## config.mk

```make
export PLATFORM = sky130hd
export DESIGN_NAME = ack_vector_seq
export DESIGN_NICKNAME = d
export VERILOG_FILES = /design/src/rtl/avs_pkg.sv /design/src/rtl/avs_tracker.sv /design/src/rtl/avs_cascade.sv /design/src/rtl/avs_bytegen.sv /design/src/rtl/ack_vector_seq.sv
export SDC_FILE = /design/constraint.sdc
export NUM_CORES = 1
export LEC_CHECK = 0
export ABC_AREA = 1
export BUFFER_PORTS_ARGS = -buffer_cell sky130_fd_sc_hd__buf_4
export CORE_UTILIZATION = 45
export CTS_CLUSTER_SIZE = 20
export DETAILED_ROUTE_END_ITERATION = 16
export PLACE_DENSITY = 0.8
export SLEW_MARGIN = 10
export SYNTH_ARGS = -nofsm -noshare
export SYNTH_HDL_FRONTEND = slang
export SYNTH_SLANG_ARGS = --single-unit
```

## constraint.sdc

```tcl
create_clock -name clk -period 4.4 [get_ports clk]
set_input_delay 0.66 -clock clk [delete_from_list [all_inputs] [get_ports clk]]
set_output_delay 0.66 -clock clk [all_outputs]
set_load 0.02 [all_outputs]
```

## src/rtl/avs_pkg.sv

```systemverilog
package avs_pkg;
    localparam int LVL_W = 3;
    localparam int NUM_IN = 1 << LVL_W;
    localparam int CNT_W = 2;
    localparam logic [7:0] CALL_OPCODE = 8'hCD;

    typedef enum logic [1:0] {
        ROLE_SINGLE = 2'd0,
        ROLE_MASTER = 2'd1,
        ROLE_SLAVE  = 2'd2
    } role_e;

    typedef struct packed {
        logic             ack_prev;
        logic             busy;
        logic [CNT_W-1:0] cnt;
        logic [LVL_W-1:0] lvl;
        logic             spur;
        logic             casc;
    } trk_t;
endpackage

```

## src/rtl/avs_tracker.sv

```systemverilog
module avs_tracker
    import avs_pkg::*;
(
    input  logic              clk,
    input  logic              rst_n,
    input  logic              ack_n,
    input  logic              ptr_mode,
    input  role_e             role,
    input  logic [NUM_IN-1:0] slave_map,
    input  logic              req_valid,
    input  logic [LVL_W-1:0]  req_level,
    input  logic              aeoi,
    input  logic              own_ok,
    output logic              busy,
    output logic [CNT_W-1:0]  cnt,
    output logic [LVL_W-1:0]  lvl,
    output logic              casc,
    output logic              commit,
    output logic              auto_eoi
);
    trk_t q, d;
    logic fall, rise, is_last;
    logic [CNT_W-1:0] last_idx;
    logic [LVL_W-1:0] start_lvl;

    always_comb begin
        d        = q;
        commit   = 1'b0;
        auto_eoi = 1'b0;
        fall      = q.ack_prev & ~ack_n;
        rise      = ~q.ack_prev & ack_n;
        last_idx  = ptr_mode ? CNT_W'(1) : CNT_W'(2);
        is_last   = (q.cnt == last_idx);
        start_lvl = req_valid ? req_level : {LVL_W{1'b1}};
        d.ack_prev = ack_n;
        if (fall) begin
            if (!q.busy) begin
                d.busy = 1'b1;
                d.cnt  = '0;
                d.lvl  = start_lvl;
                d.spur = ~req_valid;
                d.casc = (role == ROLE_MASTER) & slave_map[start_lvl];
            end else if (is_last && !q.spur && own_ok) begin
                commit = 1'b1;
            end
        end
        if (rise && q.busy) begin
            if (is_last) begin
                d.busy   = 1'b0;
                d.cnt    = '0;
                auto_eoi = aeoi & ~q.spur & own_ok;
            end else begin
                d.cnt = q.cnt + CNT_W'(1);
            end
        end
    end

    always_ff @(posedge clk) begin
        if (!rst_n) begin
            q <= '{ack_prev: 1'b1, busy: 1'b0, cnt: '0, lvl: '0, spur: 1'b0, casc: 1'b0};
        end else begin
            q <= d;
        end
    end

    assign busy = q.busy;
    assign cnt  = q.cnt;
    assign lvl  = q.lvl;
    assign casc = q.casc;

    p_count_bound_r12: assert property (@(posedge clk) disable iff (!rst_n)
        q.cnt <= CNT_W'(2));
    p_eoi_ends_seq_r6: assert property (@(posedge clk) disable iff (!rst_n)
        auto_eoi |=> !q.busy);
    p_commit_single_r5: assert property (@(posedge clk) disable iff (!rst_n)
        commit |=> !commit);
endmodule

```

## src/rtl/avs_cascade.sv

```systemverilog
module avs_cascade
    import avs_pkg::*;
(
    input  role_e            role,
    input  logic             busy,
    input  logic             casc,
    input  logic [LVL_W-1:0] lvl,
    input  logic [LVL_W-1:0] cas_in,
    input  logic [LVL_W-1:0] my_id,
    output logic [LVL_W-1:0] cas_out,
    output logic             cas_oe,
    output logic             vec_ok,
    output logic             own_ok
);
    logic id_match;

    always_comb begin
        id_match = (cas_in == my_id);
        cas_oe   = (role == ROLE_MASTER);
        cas_out  = (busy && casc) ? lvl : '0;
        own_ok   = (role != ROLE_SLAVE) || id_match;
        unique case (role)
            ROLE_SINGLE: vec_ok = 1'b1;
            ROLE_MASTER: vec_ok = ~casc;
            ROLE_SLAVE:  vec_ok = id_match;
            default:     vec_ok = 1'b0;
        endcase
    end
endmodule

```

## src/rtl/avs_bytegen.sv

```systemverilog
module avs_bytegen
    import avs_pkg::*;
(
    input  logic             ack_n,
    input  logic             busy,
    input  logic [CNT_W-1:0] cnt,
    input  logic [LVL_W-1:0] lvl,
    input  logic             ptr_mode,
    input  logic             interval4,
    input  logic [2:0]       vec_lo,
    input  logic [7:0]       vec_hi,
    input  role_e            role,
    input  logic             vec_ok,
    output logic [7:0]       dout,
    output logic             dout_oe
);
    logic [CNT_W-1:0] idx;
    logic [7:0] lo_byte;

    always_comb begin
        idx     = busy ? cnt : '0;
        lo_byte = interval4 ? {vec_lo, lvl, 2'b00} : {vec_lo[2:1], lvl, 3'b000};
        dout    = 8'h00;
        dout_oe = 1'b0;
        if (!ack_n) begin
            if (ptr_mode) begin
                if (idx == CNT_W'(1) && vec_ok) begin
                    dout_oe = 1'b1;
                    dout    = {vec_hi[7:3], lvl};
                end
            end else begin
                case (idx)
                    CNT_W'(0): if (role != ROLE_SLAVE) begin
                        dout_oe = 1'b1;
                        dout    = CALL_OPCODE;
                    end
                    CNT_W'(1): if (vec_ok) begin
                        dout_oe = 1'b1;
                        dout    = lo_byte;
                    end
                    CNT_W'(2): if (vec_ok) begin
                        dout_oe = 1'b1;
                        dout    = vec_hi;
                    end
                    default: ;
                endcase
            end
        end
    end
endmodule

```

## src/rtl/ack_vector_seq.sv

```systemverilog
module ack_vector_seq
    import avs_pkg::*;
(
    input  logic        clk,
    input  logic        rst_n,
    input  logic        ack_n,
    input  logic        req_valid,
    input  logic [2:0]  req_level,
    input  logic        ptr_mode,
    input  logic        interval4,
    input  logic [2:0]  vec_lo,
    input  logic [7:0]  vec_hi,
    input  logic        single,
    input  logic        is_master,
    input  logic [7:0]  slave_map,
    input  logic [2:0]  my_id,
    input  logic        aeoi,
    input  logic        buffered,
    input  logic [2:0]  cas_in,
    output logic [7:0]  dout,
    output logic        dout_oe,
    output logic        buf_en_n,
    output logic [2:0]  cas_out,
    output logic        cas_oe,
    output logic        int_out,
    output logic        commit,
    output logic [2:0]  commit_level,
    output logic        auto_eoi
);
    role_e            role;
    logic             busy, casc, vec_ok, own_ok;
    logic [CNT_W-1:0] cnt;
    logic [LVL_W-1:0] lvl;

    assign role = single ? ROLE_SINGLE : (is_master ? ROLE_MASTER : ROLE_SLAVE);

    avs_tracker u_trk (
        .clk(clk), .rst_n(rst_n), .ack_n(ack_n), .ptr_mode(ptr_mode),
        .role(role), .slave_map(slave_map), .req_valid(req_valid),
        .req_level(req_level), .aeoi(aeoi), .own_ok(own_ok),
        .busy(busy), .cnt(cnt), .lvl(lvl), .casc(casc),
        .commit(commit), .auto_eoi(auto_eoi)
    );

    avs_cascade u_cas (
        .role(role), .busy(busy), .casc(casc), .lvl(lvl),
        .cas_in(cas_in), .my_id(my_id), .cas_out(cas_out),
        .cas_oe(cas_oe), .vec_ok(vec_ok), .own_ok(own_ok)
    );

    avs_bytegen u_byte (
        .ack_n(ack_n), .busy(busy), .cnt(cnt), .lvl(lvl),
        .ptr_mode(ptr_mode), .interval4(interval4), .vec_lo(vec_lo),
        .vec_hi(vec_hi), .role(role), .vec_ok(vec_ok),
        .dout(dout), .dout_oe(dout_oe)
    );

    assign buf_en_n     = ~(buffered & dout_oe);
    assign int_out      = req_valid & ~busy;
    assign commit_level = lvl;

    p_int_quiet_r12: assert property (@(posedge clk) disable iff (!rst_n)
        busy |-> !int_out);
    p_oe_needs_ack_r1: assert property (@(posedge clk) disable iff (!rst_n)
        dout_oe |-> !ack_n);
    p_cas_stable_r7: assert property (@(posedge clk) disable iff (!rst_n)
        (busy && $past(busy)) |-> $stable(cas_out));
    p_slave_no_opcode_r9: assert property (@(posedge clk) disable iff (!rst_n)
        (role == ROLE_SLAVE && dout_oe) |-> (busy && cnt != '0));
endmodule

```

==> run metrics, run 1 <==
run status complete, no violations; vias in the first global route 1225; RSZ-0062 raised after global routing no; Min-Delay Startpoint u_trk.cnt[1]$_SDFFE_PN0P_; number of pins with negative max-slew slack in the final report 0; number of synthesized flops with an enable pin 0; total negative slack for setup checks 0 ns; insertion delay of the later-clocked pin in the worst-skew pair 0.27 ns; signal arrival time at the worst endpoint 2.10 ns; Tightest Hold Check Type flop to flop; cells taking the most area after synthesis sky130_fd_sc_hd__nand2_1 (17%), sky130_fd_sc_hd__dfxtp_1 (16%), sky130_fd_sc_hd__inv_1 (8.9%); number of buffers added on ports 57; global-route wire length before repair 4960 microns; CTS tree yes; sink of the worst hold path u_trk.cnt[1]$_SDFFE_PN0P_; Yosys warning count 0; count of instances resized after the clock tree is built 0; final net count 287; top achievable clock speed 0.362 GHz; most frequently used cell type in the post-synthesis netlist sky130_fd_sc_hd__nand2_1; Leak 0.816 nW; fraction of layout instances using a drive strength above 1 29.9%; CTS Root Cell sky130_fd_sc_hd__clkbuf_4; total inserted antenna cells 0; number of library cell types mapped by synthesis 25; via density per instance 5.21; number of DRC violations after detailed routing 0; power per standard cell area 173 nW/um^2; Die Y 51.4 microns; #FFs+latches synth 9; cells after synthesis 189; number of buffers on the longest clock path 2; final period utilization 62.8%; Detailed Routing Iterations Pass 1 5; Tot GR Track Use 24.8%; area overhead of the layout relative to synthesis 41.3%; initial antenna violation count 0; clock buffer count from CTS 3; headroom to the max-slew limit 53.2%; overall overflow remaining after global route 0; wire per inst 11.4 microns; mux share of post-synthesis cell area 0%; post-synthesis adder-cell area fraction 4.57%; Synthesized Nets 231; nature of the critical path startpoint flop; mean area per synthesized cell 5.80 sq um; Synth Flop Type sky130_fd_sc_hd__dfxtp_1; TritonCTS sink count 9; residual antenna-violating net count after detailed routing 0; main combinational cell family by area after synthesis simple AND/OR/NAND/NOR gates; core region area 2250 sq um; level count of the clock H-tree 1; Fin. Hold Viols 0; hold-fix buffer count after cts 0; Crit Path Category flop to output port; Worst Hold Depth 2; minimum setup slack among reg-to-reg paths 3.06 ns; mapped cell area 1100 sq um; total wirelength of the detailed-routed design 3100 microns; die outline area 2640 sq um; synthesized-area fraction occupied by and/or/nand/nor cells 48.2%; share of the synthesized netlist area taken by xor and xnor gates 0.799%; final weighted congestion in routability-driven placement 0.842; pin slew with the least headroom to its limit 0.695 ns; Final Power 0.268 mW; list of most frequent post-synthesis cells sky130_fd_sc_hd__nand2_1 (50), sky130_fd_sc_hd__inv_1 (26), sky130_fd_sc_hd__nor2_1 (22); launching point of the worst reg2reg path u_trk.q[8]$_SDFF_PN1_; async set or reset register ratio after synthesis 0%; Critical Path End Type output port; hold_ws 0.538 ns; maximum number of pins on one net before global-route repair 14; crit path max fanout 6; share of the synthesized area in the top cell type 17.1%; starting density of the core 48.6%; clock edge transition at the registers on the reported setup and hold paths 0.06 ns; number of DRC markers in iteration 0 22; number of buffers added for setup after CTS 0; Critical R2R Capture u_trk.cnt[0]$_SDFFE_PN0P_; logic depth of the worst register-to-register path 5; I/O pin cnt 58; synthesized-area fraction occupied by ao, oa, aoi and oai cells 17.8%; total setup violations reported at the end of the flow 0; chip width 51.4 microns; Max Cap Viol 0; final critical path time including I/O delays and setup 2.76 ns; vias after detailed routing 1417; detailed placement HPWL 2570 microns; Required @ worst endpoint 3.74 ns; sequential-to-total area share from yosys stat 16.4%; worst clock skew on the final layout 0.00580 ns; row count 17; Max VDD drop 260 uV; post-synth top area cell sky130_fd_sc_hd__nand2_1
==> final cells by class <==
cell class	instances	area, sq um
timing repair buffer	57	428
multi-input combinational	148	782
tap	28	35.0
sequential	9	180
fill	226	706
inverter	26	97.6
clock buffer	4	26.3
==> flip-flops by register name, summed over array words and instances, names as in the netlist <==
name	count
u_trk.q	2
u_trk.busy	1
u_trk.lvl	3
u_trk.cnt	2
u_trk.casc	1
==> where the power goes <==
group	total (mW)	leakage, nW	internal, mW	switching, mW
clock network	0.0659	0.0150	0.0351	0.0308
registers	0.0934	0.0742	0.0870	0.00638
logic	0.109	0.727	0.0508	0.0584
==> how the worst max path moves through the flow <==
stage / from / depth (start not counted) / end / slack [ns]
global route: u_trk.busy$_SDFF_PN0_ / 10 / dout[4] / 1.46
detailed placement: my_id[2] / 9 / dout[4] / 1.77
floorplan: my_id[2] / 7 / dout[0] / 2.02
finish: u_trk.busy$_SDFF_PN0_ / 10 / dout[4] / 1.64
global placement: single / 7 / buf_en_n / 1.90
CTS: u_trk.busy$_SDFF_PN0_ / 10 / dout[4] / 1.64
==> kinds of logic after synthesis <==
group / count (synthesis)
compound gates: 35
xor+xnor: 1
buf+inv: 32
fa+ha+maj: 4
simple gates: 108
flops: 9
==> placed cells by master (no fill, tap or decap) <==
cell type,netlist,routed
sky130_fd_sc_hd__buf_4,3,57
sky130_fd_sc_hd__nand2_1,50,50
sky130_fd_sc_hd__inv_1,26,26
sky130_fd_sc_hd__nor2_1,22,22
sky130_fd_sc_hd__a21oi_1,17,17
sky130_fd_sc_hd__o21ai_0,15,15
sky130_fd_sc_hd__nand3_1,12,12
sky130_fd_sc_hd__dfxtp_1,9,9
sky130_fd_sc_hd__nand4_1,5,5
sky130_fd_sc_hd__nand2_4,4,4
sky130_fd_sc_hd__nand3b_1,4,4
sky130_fd_sc_hd__ha_1,4,4
sky130_fd_sc_hd__nor3_1,3,3
sky130_fd_sc_hd__clkbuf_4,0,3
sky130_fd_sc_hd__nand2_2,2,2
sky130_fd_sc_hd__nor3_2,2,2
sky130_fd_sc_hd__or2_2,2,2
sky130_fd_sc_hd__xnor2_1,1,1
sky130_fd_sc_hd__nor2_4,1,1
sky130_fd_sc_hd__a21boi_4,1,1
sky130_fd_sc_hd__o211ai_1,1,1
sky130_fd_sc_hd__nand3b_4,1,1
sky130_fd_sc_hd__a22o_1,1,1
sky130_fd_sc_hd__clkbuf_1,1,1
==> critical path, cell delays in order (launching register included) <==
cell	delay [ns]
sky130_fd_sc_hd__dfxtp_1	0.44
sky130_fd_sc_hd__nand2_1	0.13
sky130_fd_sc_hd__inv_1	0.09
sky130_fd_sc_hd__ha_1	0.28
sky130_fd_sc_hd__inv_1	0.07
sky130_fd_sc_hd__nor2_1	0.16
sky130_fd_sc_hd__nand2_1	0.07
sky130_fd_sc_hd__o21ai_0	0.21
sky130_fd_sc_hd__nor2_1	0.09
sky130_fd_sc_hd__nor3_2	0.12
sky130_fd_sc_hd__buf_4	0.16
==> metrics by stage <==
stage	instances	worst slack [ns]	utilization (%)	instance area, sq um
after floorplan	189	2.02	-	1100
after global placement	268	1.90	67.5	1520
after detailed placement	268	1.77	67.5	1520
after CTS	272	1.64	68.7	1550
after global routing	272	1.46	68.7	1550
final	272	1.64	68.7	1550
==> per-layer routing <==
layer  vias to the layer above  routed length, microns  global-route usage (%)
met3                         2                     191                    5.36
li1                        721                       -                       -
met1                       639                    1390                    30.7
met5                         -                       0                       0
met2                        55                    1510                    45.0
met4                         0                       7                    2.70
(Power assumes the default switching activity.)
==> run 2: changes to the inputs <==
clock period = 2.75 ns   (was 4.4 ns; I/O delays follow)
==> run metrics, run 2 (synthesis gave the netlist of run 1 again) <==
run status complete, no violations; gate family responsible for the most delay along the worst path simple AND/OR/NAND/NOR gates; initial antenna violation count 0; flip-flop count of the largest register, all copies and words added 3; critical-path cell with the highest stage delay sky130_fd_sc_hd__dfxtp_1; Final Power 0.435 mW; number of DRC markers in iteration 0 59; number of pins with negative max-slew slack in the final report 0; global-route wire length before repair 5200 microns; overall overflow remaining after global route 0; vias after detailed routing 1434; level count of the clock H-tree 1; CTS tree yes; Die Y 51.4 microns; top achievable clock speed 0.407 GHz; Required @ worst endpoint 2.34 ns; via density per instance 5.27; final net count 287; commonest cells after routing, fill and taps aside sky130_fd_sc_hd__buf_4 (57), sky130_fd_sc_hd__nand2_1 (50), sky130_fd_sc_hd__inv_1 (26); worst clock skew on the final layout 0.000742 ns; clock buffer count from CTS 3; crit path max fanout 6; detailed placement HPWL 2670 microns; Max VDD drop 254 uV; starting density of the core 48.6%; multi-input combinational cell area 782 sq um; hold-fix buffer count after cts 0; CTS Root Cell sky130_fd_sc_hd__clkbuf_4; I/O pin cnt 58; RSZ-0062 raised after global routing no; number of DRC violations after detailed routing 0; nature of the critical path startpoint flop; insertion delay of the later-clocked pin in the worst-skew pair 0.27 ns; Tot GR Track Use 25.8%; final critical path time including I/O delays and setup 2.46 ns; Max Cap Viol 0; Fin. Hold Viols 0; area of all sequential standard cells 180 sq um; clock edge transition at the registers on the reported setup and hold paths 0.07 ns; chip width 51.4 microns; area overhead of the layout relative to synthesis 41.4%; Leak 0.819 nW; buffers and inverters on the worst path 3; vias in the first global route 1243; final weighted congestion in routability-driven placement 0.822; number of buffers added on ports 57; number of buffers added for setup after CTS 0; total negative slack for setup checks 0 ns; sequence of cells on the critical path nand2_1 > inv_1 > ha_1 > inv_1 > nor2_1 > nand2_1 > o21ai_0 > o21ai_0 > nor2_1 > buf_4; number of buffers on the longest clock path 2; power per standard cell area 280 nW/um^2; TritonCTS sink count 9; maximum number of pins on one net before global-route repair 14; total setup violations reported at the end of the flow 0; count of fill cells added during filler insertion 199; headroom to the max-slew limit 53.7%; fraction of layout instances using a drive strength above 1 30.3%; final period utilization 89.4%; signal arrival time at the worst endpoint 2.05 ns; count of instances resized after the clock tree is built 0; Crit Path Category flop to output port; row count 17; total wirelength of the detailed-routed design 3240 microns; Detailed Routing Iterations Pass 1 5; total inserted antenna cells 0; core region area 2250 sq um; pin slew with the least headroom to its limit 0.687 ns; Critical Path End Type output port; die outline area 2640 sq um; most common library cell in the layout ignoring fill and taps sky130_fd_sc_hd__buf_4; wire per inst 11.9 microns; Tightest Hold Check Type input port to flop; peak per-stage delay on the critical path 0.43 ns; residual antenna-violating net count after detailed routing 0
run 2: cell count changes in the layout (fill, tap and decap cells not counted), sizes merged:
cell / delta
clkbuf: -1
clkinv: +1
run 2: cell type report:
class | instances | share of cell area (%)
repair buffers | 57 | 27.6
well taps | 28 | 2.26
clock buffers | 3 | 1.45
flip-flops and latches | 9 | 11.6
multi-input cells | 148 | 50.4
clock inverters | 1 | 0.323
inverters | 26 | 6.30
run 2: worst paths after layout:
kind	from	end	slack (ns)	depth (start not counted)
max	u_trk.busy$_SDFF_PN0_	dout[1]	0.29	10
min	req_valid	u_trk.q[1]$_SDFFE_PN0P_	0.33	2
min reg2reg	u_trk.cnt[1]$_SDFFE_PN0P_	u_trk.cnt[1]$_SDFFE_PN0P_	0.53	2
max reg2reg	u_trk.q[8]$_SDFF_PN1_	u_trk.cnt[0]$_SDFFE_PN0P_	1.38	5
run 2: worst reg2reg max path, cell delays in order, from the launching register on:
cell                      delay (ns)
sky130_fd_sc_hd__dfxtp_1        0.33
sky130_fd_sc_hd__nand2_1        0.10
sky130_fd_sc_hd__nor2_1         0.50
sky130_fd_sc_hd__inv_1          0.12
sky130_fd_sc_hd__a21oi_1        0.16
sky130_fd_sc_hd__nor2_1         0.06
run 2: metrics by stage:
stage	util [%]	setup WS, ns	cells	cell area (sq um)	hold WS (ns)
after floorplan	-	0.824	189	1100	0.482
after global placement	67.5	0.731	268	1520	0.511
after detailed placement	67.5	0.642	268	1520	0.520
after CTS	68.8	0.341	272	1550	0.337
after global routing	68.8	0.0167	272	1550	0.338
final	68.8	0.292	272	1550	0.335
run 2: layer usage:
metal | vias to the layer above | global-route usage (%) | routed length [microns]
li1 | 720 | - | -
met1 | 655 | 34.0 | 1400
met2 | 54 | 45.0 | 1590
met3 | 5 | 2.68 | 215
met4 | 0 | 5.41 | 30
met5 | - | 0 | 0
run 2: power by group:
group / total, mW / internal [mW] / switching, mW / leakage, nW
sequential: 0.149 / 0.139 / 0.0103 / 0.0742
combinational: 0.177 / 0.0812 / 0.0955 / 0.727
clock: 0.109 / 0.0540 / 0.0546 / 0.0177
total: 0.435 / 0.274 / 0.160 / 0.819
